===== src/rtl/spec_operand_fetch.sv =====
module spec_operand_fetch #(
  parameter int DW = 8,
  localparam int AW = 2 * DW,
  localparam int NDIR = 7,
  localparam int NPTR = 2,
  localparam int NIND = 3
) (
  input  logic                 clk,
  input  logic                 rst_n,
  input  logic                 issue,
  input  logic [3:0]           mode,
  input  logic [DW-1:0]        opnd_lo,
  input  logic [DW-1:0]        opnd_hi,
  input  logic [DW-1:0]        x_reg,
  input  logic [DW-1:0]        y_reg,
  input  logic [DW-1:0]        sp_reg,
  input  logic                 x_fwd_vld,
  input  logic [DW-1:0]        x_fwd,
  input  logic                 y_fwd_vld,
  input  logic [DW-1:0]        y_fwd,
  output logic [NDIR*AW-1:0]   dir_rd_addr,
  input  logic [NDIR*DW-1:0]   dir_rd_data,
  output logic [NPTR*AW-1:0]   ptr_rd_addr,
  input  logic [NPTR*DW-1:0]   ptr_rd_data,
  output logic [NIND*AW-1:0]   ind_rd_addr,
  input  logic [NIND*DW-1:0]   ind_rd_data,
  output logic                 dir_vld,
  output logic [AW-1:0]        dir_addr,
  output logic [DW-1:0]        dir_data,
  output logic                 ind_vld,
  output logic [AW-1:0]        ind_addr,
  output logic [DW-1:0]        ind_data
);

  localparam logic [DW-1:0] ZPAGE = '0;
  localparam logic [DW-1:0] SPAGE = DW'(1);

  logic [DW-1:0] xe, ye, zpx, zpy, sp1;
  logic [AW-1:0] absa;
  logic          is_dir, is_ind;

  assign xe     = x_fwd_vld ? x_fwd : x_reg;
  assign ye     = y_fwd_vld ? y_fwd : y_reg;
  assign zpx    = opnd_lo + xe;
  assign zpy    = opnd_lo + ye;
  assign sp1    = sp_reg + DW'(1);
  assign absa   = {opnd_hi, opnd_lo};
  assign is_dir = ~mode[3];
  assign is_ind = mode[3] & (mode[2:0] <= 3'd2);

  assign dir_rd_addr[0*AW +: AW] = {ZPAGE, opnd_lo};
  assign dir_rd_addr[1*AW +: AW] = {ZPAGE, zpx};
  assign dir_rd_addr[2*AW +: AW] = {ZPAGE, zpy};
  assign dir_rd_addr[3*AW +: AW] = absa;
  assign dir_rd_addr[4*AW +: AW] = absa + {ZPAGE, xe};
  assign dir_rd_addr[5*AW +: AW] = absa + {ZPAGE, ye};
  assign dir_rd_addr[6*AW +: AW] = {SPAGE, sp1};

  assign ptr_rd_addr[0*AW +: AW] = {ZPAGE, opnd_lo + DW'(1)};
  assign ptr_rd_addr[1*AW +: AW] = {ZPAGE, zpx + DW'(1)};

  logic          s1_dir, s1_ind;
  logic [2:0]    s1_sel;
  logic [1:0]    s1_isel;
  logic [DW-1:0] s1_imm, s1_ye;
  logic [AW-1:0] s1_addr;
  logic [AW-1:0] sel_addr;

  always_comb begin
    case (mode[2:0])
      3'd0:    sel_addr = '0;
      3'd1:    sel_addr = dir_rd_addr[0*AW +: AW];
      3'd2:    sel_addr = dir_rd_addr[1*AW +: AW];
      3'd3:    sel_addr = dir_rd_addr[2*AW +: AW];
      3'd4:    sel_addr = dir_rd_addr[3*AW +: AW];
      3'd5:    sel_addr = dir_rd_addr[4*AW +: AW];
      3'd6:    sel_addr = dir_rd_addr[5*AW +: AW];
      default: sel_addr = dir_rd_addr[6*AW +: AW];
    endcase
  end

  always_ff @(posedge clk) begin
    if (!rst_n) begin
      s1_dir  <= 1'b0;
      s1_ind  <= 1'b0;
      s1_sel  <= '0;
      s1_isel <= '0;
      s1_imm  <= '0;
      s1_ye   <= '0;
      s1_addr <= '0;
    end else begin
      s1_dir  <= issue & is_dir;
      s1_ind  <= issue & is_ind;
      s1_sel  <= mode[2:0];
      s1_isel <= mode[1:0];
      s1_imm  <= opnd_lo;
      s1_ye   <= ye;
      s1_addr <= sel_addr;
    end
  end

  assign dir_vld  = s1_dir;
  assign dir_addr = s1_addr;
  always_comb begin
    if (s1_sel == 3'd0) dir_data = s1_imm;
    else                dir_data = dir_rd_data[(32'(s1_sel) - 1) * DW +: DW];
  end

  logic [AW-1:0] p_zp, p_zpx, p_zpy;
  assign p_zp  = {ptr_rd_data[0*DW +: DW], dir_rd_data[0*DW +: DW]};
  assign p_zpx = {ptr_rd_data[1*DW +: DW], dir_rd_data[1*DW +: DW]};
  assign p_zpy = p_zp + {ZPAGE, s1_ye};

  assign ind_rd_addr = {p_zpy, p_zpx, p_zp};

  logic          s2_vld;
  logic [1:0]    s2_sel;
  logic [AW-1:0] s2_addr;

  always_ff @(posedge clk) begin
    if (!rst_n) begin
      s2_vld  <= 1'b0;
      s2_sel  <= '0;
      s2_addr <= '0;
    end else begin
      s2_vld  <= s1_ind;
      s2_sel  <= s1_isel;
      s2_addr <= ind_rd_addr[32'(s1_isel) * AW +: AW];
    end
  end

  assign ind_vld  = s2_vld;
  assign ind_addr = s2_addr;
  assign ind_data = ind_rd_data[32'(s2_sel) * DW +: DW];

  a_r10_dir_latency: assert property (@(posedge clk) disable iff (!rst_n)
    (issue && !mode[3]) |=> dir_vld);
  a_r10_ind_latency: assert property (@(posedge clk) disable iff (!rst_n)
    (issue && mode[3] && mode[2:0] <= 3'd2) |=> ##1 ind_vld);
  a_r10_dir_has_cause: assert property (@(posedge clk) disable iff (!rst_n)
    dir_vld |-> $past(issue));
  a_r11_ind_has_cause: assert property (@(posedge clk) disable iff (!rst_n)
    ind_vld |-> $past(issue, 2));
  a_r5_stack_page: assert property (@(posedge clk) disable iff (!rst_n)
    (dir_vld && s1_sel == 3'd7) |-> (dir_addr[AW-1:DW] == SPAGE));

endmodule


===== config.mk =====
export PLATFORM = sky130hd
export DESIGN_NAME = spec_operand_fetch
export DESIGN_NICKNAME = d
export VERILOG_FILES = /design/src/rtl/spec_operand_fetch.sv
export SDC_FILE = /design/constraint.sdc
export NUM_CORES = 1
export LEC_CHECK = 0
export CAP_MARGIN = 20
export CORE_AREA = 2 2 155 157
export DETAILED_ROUTE_END_ITERATION = 12
export DIE_AREA = 0 0 157 159
export GPL_ROUTABILITY_DRIVEN = 0
export HOLD_SLACK_MARGIN = 0.06
export PLACE_DENSITY = 0.6
export SYNTH_ARGS = -nofsm -noshare
export SYNTH_HDL_FRONTEND = slang
export SYNTH_SLANG_ARGS = --single-unit

===== constraint.sdc =====
create_clock -name clk -period 8.5 [get_ports clk]
set_clock_uncertainty 0.05 [all_clocks]
set_input_delay 0.85 -clock clk [delete_from_list [all_inputs] [get_ports clk]]
set_output_delay 0.85 -clock clk [all_outputs]
set_load 0.01 [all_outputs]

# Word level (Yosys, flattened, before mapping)
# Index checks and enable logic that the tools add are counted.
[op_classes]
bitwise = 4
n_reduce_logical = 2
addsub = 9
shifts = 3
n_lt_le_gt_ge = 1
n_mux = 4
n_eq_ne = 6
[op_table]
columns = ["operator", "count"]
rows = [
  ["16-bit one-hot mux with 7 select lines", 1],
  ["56-bit by 33-bit variable part select with 8-bit output", 1],
  ["16-bit by 8-bit adder with 16-bit output", 3],
  ["48-bit by 7-bit variable part select with 16-bit output", 1],
  ["8-bit by 1-bit adder with 8-bit output, second input constant", 3],
  ["8-bit 2-to-1 mux", 3],
  ["24-bit by 6-bit variable part select with 8-bit output", 1],
  ["8-bit adder", 2],
  ["3-bit equality test, second input constant", 3],
  ["3-bit by 2-bit equality test with 1-bit output, second input constant", 2],
  ["3-bit logical NOT", 2],
  ["3-bit by 1-bit subtractor with 4-bit output, second input constant", 1],
  ["1-bit AND", 3],
  ["3-bit by 1-bit equality test with 1-bit output, second input constant", 1],
  ["3-bit by 2-bit less-or-equal comparator with 1-bit output, second input constant", 1],
  ["1-bit inverter", 1],
]
[word_totals]
output_inout_bits = 242
input_bits = 161
reg_bits = 58
wordCells = 39

# Depth between registers and ports, before layout
[depth]
word_depth = 3
ltp_mapped = 12
depth_no_buf = 9

# Worst setup path after synthesis
# No wires, ideal clock.
[synth_path]
kind = "input -> output"
start = "input port x_fwd_vld"
end = "output port ptr_rd_addr[23]"
required_ns = 7.600
slack_ns = 4.205
stages = 10
path_buffers = 1
t_arrival_ns = 3.395
cell_sequence = "clkbuf_1 > mux2_2 > ha_1 > fa_1 > a211oi_1 > o21bai_1 > a21oi_1 > xnor2_1 > nand4_1 > xnor2_1"
[synth_between]
elab_chain_cells = 3
[synth_rtl]
columns = ["element", "line_no", "text"]
rows = [
  ["start: declaration", "17", "input logic x_fwd_vld,"],
  ["8-bit 2-to-1 mux", "42", "assign xe = x_fwd_vld ? x_fwd : x_reg;"],
  ["8-bit adder", "44", "assign zpx = opnd_lo + xe;"],
  ["net dir_rd_addr[22]", "21", "output logic [NDIR*AW-1:0] dir_rd_addr,"],
  ["8-bit by 1-bit adder with 8-bit output", "60", "assign ptr_rd_addr[1*AW +: AW] = {ZPAGE, zpx + DW'(1)};"],
  ["end: declaration", "23", "output logic [NPTR*AW-1:0] ptr_rd_addr,"],
]
# The timed path passes the listed nets, and every way through them passes these cells.

# Worst setup path in the final report
[layout_path]
start = "input port x_fwd_vld"
end = "output port ptr_rd_addr[23]"
[layout_between]
elab_chain_cells = 3
[layout_rtl]
columns = ["element", "line_no"]
rows = [
  ["8-bit 2-to-1 mux", "42"],
  ["8-bit adder", "44"],
  ["8-bit by 1-bit adder with 8-bit output", "60"],
]
# No other way between the ends.

==> results_dict.tcl <==
set metrics [dict create \
    ant_nets 0 \
    synthFlopType "dfxtp_1" \
    clk_pin_slew_ns 0.08 \
    r2r_slack_ns 6.04 \
    cp.arrival_ns 4.50 \
    rr_startpoint "s1_ye[0]" \
    r2r-end "ind_addr[12]" \
    startpoint_type "primary input" \
    cts_sinks 56 \
    clock.fmax_mhz 185 \
    layout-drive-gt1-share_pct 7.00 \
    route.met2.wl_um 12400 \
    clk_path_buf_depth 2 \
    cts_tree "yes" \
    via_count 6436 \
    cp_max_fo 8 \
    initial_utilization_pct 27.0 \
    final-setup-viol-count 0 \
    diodes 0 \
    worst-path-buf-inv 2 \
    fill_cells 2356 \
    track_usage_pct 19.1 \
    hold_end "ind_vld" \
    hold_viol 0 \
    critPathTopFamily "buffers and inverters" \
    grt_pass1_vias 6269 \
    antenna_found_initial 0 \
    die-area_mm2 0.0250 \
    cp-end-kind "primary output" \
    grt_max_degree 53 \
    slew_violations 0 \
    register_area_mm2 0.00112 \
    multiInputGateArea_mm2 0.00413 \
    avgSynthCellArea_um2 8.08 \
    crit_required_ns 7.60 \
    grt_pass1_wl_um 36900 \
    topRoutingLayerUsed "met4" \
    worstHoldStart "s1_ind" \
    yosysTopAreaCell "dfxtp_1" \
    worstRegToRegCells 9 \
    post_cts_resized 0 \
    tightest_slew_ns 0.950 \
    outcome "complete, no violations" \
    syn_area_mm2 0.00626 \
    die_width_um 157 \
    nNetsFinal 1221 \
    routed-wl-met3_um 1780 \
    m1WireLength_um 10500 \
    postCtsHoldBufs 0 \
    p_leak_nw 3.65 \
    synth_edf_count 0 \
    min_period_ns 5.40 \
    cpMaxStageDelayCell "clkdlybuf4s50_1" \
    fin_crit_sh_pct 63.6 \
    cp_cell_sequence "clkdlybuf4s50_1, mux2_2, ha_1, fa_1, a211oi_1, o21bai_1, a21oi_1, xnor2_1, nand4_1, xnor2_1, clkdlybuf4s50_1" \
    postCtsSetupRepairBufs 0 \
    postSynthRegisterBits 56 \
    synth_cell_types 72 \
    cts_inserted_buffers 5 \
    slowest_delay_ns 0.69 \
    synth.area.top_cells "dfxtp_1, buf_4, ha_1" \
    totalNegativeSetupSlack_ns 0 \
    dp_hpwl_um 19800 \
    boundaryPins 403 \
    async_flop_share_pct 0 \
    irDropWorstVdd_v 0.0000820 \
    dpl.cell_count 1340 \
    detail_route.wirelength_um 24900 \
    path_class "in2out" \
    drv_cap 0 \
    ys.warnings.count 0 \
    wl_per_cell_um 18.5 \
    die_h_um 159 \
    pwr_density_cell_mw_per_mm2 129 \
    route.detailed.drc 0 \
    clockRootBuffer "clkbuf_16" \
    slew_headroom_pct 36.5 \
    yosysSeqAreaShare_pct 17.9 \
    rsz0062_at_grt "false" \
    htree_levels 2 \
    finalPower_mw 1.22 \
    synth_top_area_share_pct 17.9 \
    hold_path_depth 1 \
    clock_latency_ns 0.30 \
    grt_overflow_total 0 \
    drt-initial-drc-count 398 \
    num_rows 56 \
    io_buffers 354 \
    synthCells 775 \
    stdcell_count 1348 \
    via_per_inst 4.77 \
    drt_pass1_iterations 7 \
    hold_class "reg2reg" \
    syn2layout_area_growth_pct 51.6 \
    coreArea_mm2 0.0232 \
]
==> Yosys cell counts (4+ instances only) <==
library cell  instances
a211oi_1              5
a211oi_2              4
a21o_1                8
a21oi_1              52
and2_1               22
and3_1                7
buf_1                 5
buf_2                10
buf_4               121
clkbuf_1             23
dfxtp_1              56
ha_1                 29
inv_1                25
maj3_1                6
mux2_2               24
mux2i_1              23
mux4_2                8
nand2_1              51
nand3_1              22
nand4_1               7
nor2_1               49
nor2b_1              11
nor3_1                5
nor3b_1               8
o211ai_1              7
o21a_1                5
o21ai_0              38
o221ai_1             18
o22ai_1               9
or3_1                 4
xnor2_1              33
xor2_1               24
==> worst reg2reg max path: stages (launching register included) <==
cell and delay, ns:
dfxtp_1 0.32, ha_1 0.19, inv_1 0.07, fa_1 0.42, nor2b_2 0.15, o31a_2 0.18, a31oi_2 0.17, or4_4 0.54
mux2i_1 0.16, o22ai_1 0.09
==> power by group <==
group	switching, mW	internal [mW]	leakage [nW]	total, mW
sequential	0.00704	0.282	0.465	0.289
clock	0.113	0.120	0.0779	0.233
combinational	0.341	0.359	3.10	0.700
==> registers in the layout (all words and copies together), names as in the netlist <==
signal,count
s1_imm,8
s2_sel,2
ind_vld,1
dir_vld,1
s1_ye,8
s1_sel,3
s1_ind,1
dir_addr,16
ind_addr,16
==> how the worst max path moves through the flow <==
stage | from | endpoint | cells past startpoint
after floorplan | x_fwd_vld | ptr_rd_addr[23] | 10
final | x_fwd_vld | ptr_rd_addr[23] | 11
after global placement | x_fwd_vld | ptr_rd_addr[23] | 11
after detailed placement | x_fwd_vld | ptr_rd_addr[23] | 11
after global routing | x_fwd_vld | ptr_rd_addr[23] | 11
after CTS | x_fwd_vld | ptr_rd_addr[23] | 11
==> cell type report <==
cell class	count	area share [%]
Multi-Input combinational cell	579	43.5
Tap cell	319	4.20
Clock inverter	2	0.184
Clock buffer	6	1.46
Timing Repair Buffer	361	37.8
Inverter	25	0.988
Sequential cell	56	11.8
==> placed cells by master (no fill, tap or decap), types with 3 or more instances in the layout <==
master and n:
conb_1 48, xnor2_1 33, a211oi_1 5, nor2b_1 11, a311oi_1 3, nor2_1 49, and2_1 22, inv_1 25
a21o_1 8, nand2_1 51, nand2b_1 3, and3_1 7, a211oi_2 4, o21a_1 5, o221ai_1 18, clkdlybuf4s50_1 353
dfxtp_1 55, a21oi_1 52, mux4_2 8, o21ai_0 38, o211ai_1 7, ha_1 29, maj3_1 6, nor3b_1 8
o22ai_1 9, fa_1 3, mux2i_1 23, xor2_1 24, clkbuf_16 5, nand4_1 7, or3_1 4, buf_4 7
nor3_1 5, mux2_2 24, nand3_1 22
==> cell families (layout without fill, tap and decap cells) <==
group	after synthesis	count (layout)	synth area share (%)
compound gates	179	179	20.0
flops	56	56	17.9
simple gates	201	201	16.3
fa+ha+maj	38	38	7.71
xor+xnor	58	58	8.23
other cells	2	48	0.120
buf+inv	186	394	18.8
mux	55	55	10.9
==> stage by stage <==
step	hold WS, ns	util, %	instance area (um2)	setup slack, ns
final	0.388	40.9	9500	3.10
after global routing	0.402	40.9	9500	2.85
after CTS	0.386	40.9	9500	3.08
after detailed placement	0.373	40.3	9340	3.09
after global placement	0.368	40.3	9340	3.12
after floorplan	0.362	-	6430	4.20
==> routing by layer <==
layer / GRT usage [%] / vias up
met2: 34.6 / 308
met3: 3.81 / 20
met1: 23.6 / 3024
li1: - / 3084
met5: 0 / -
met4: 3.04 / 0
Note: power is estimated with default switching activity, not from simulation.
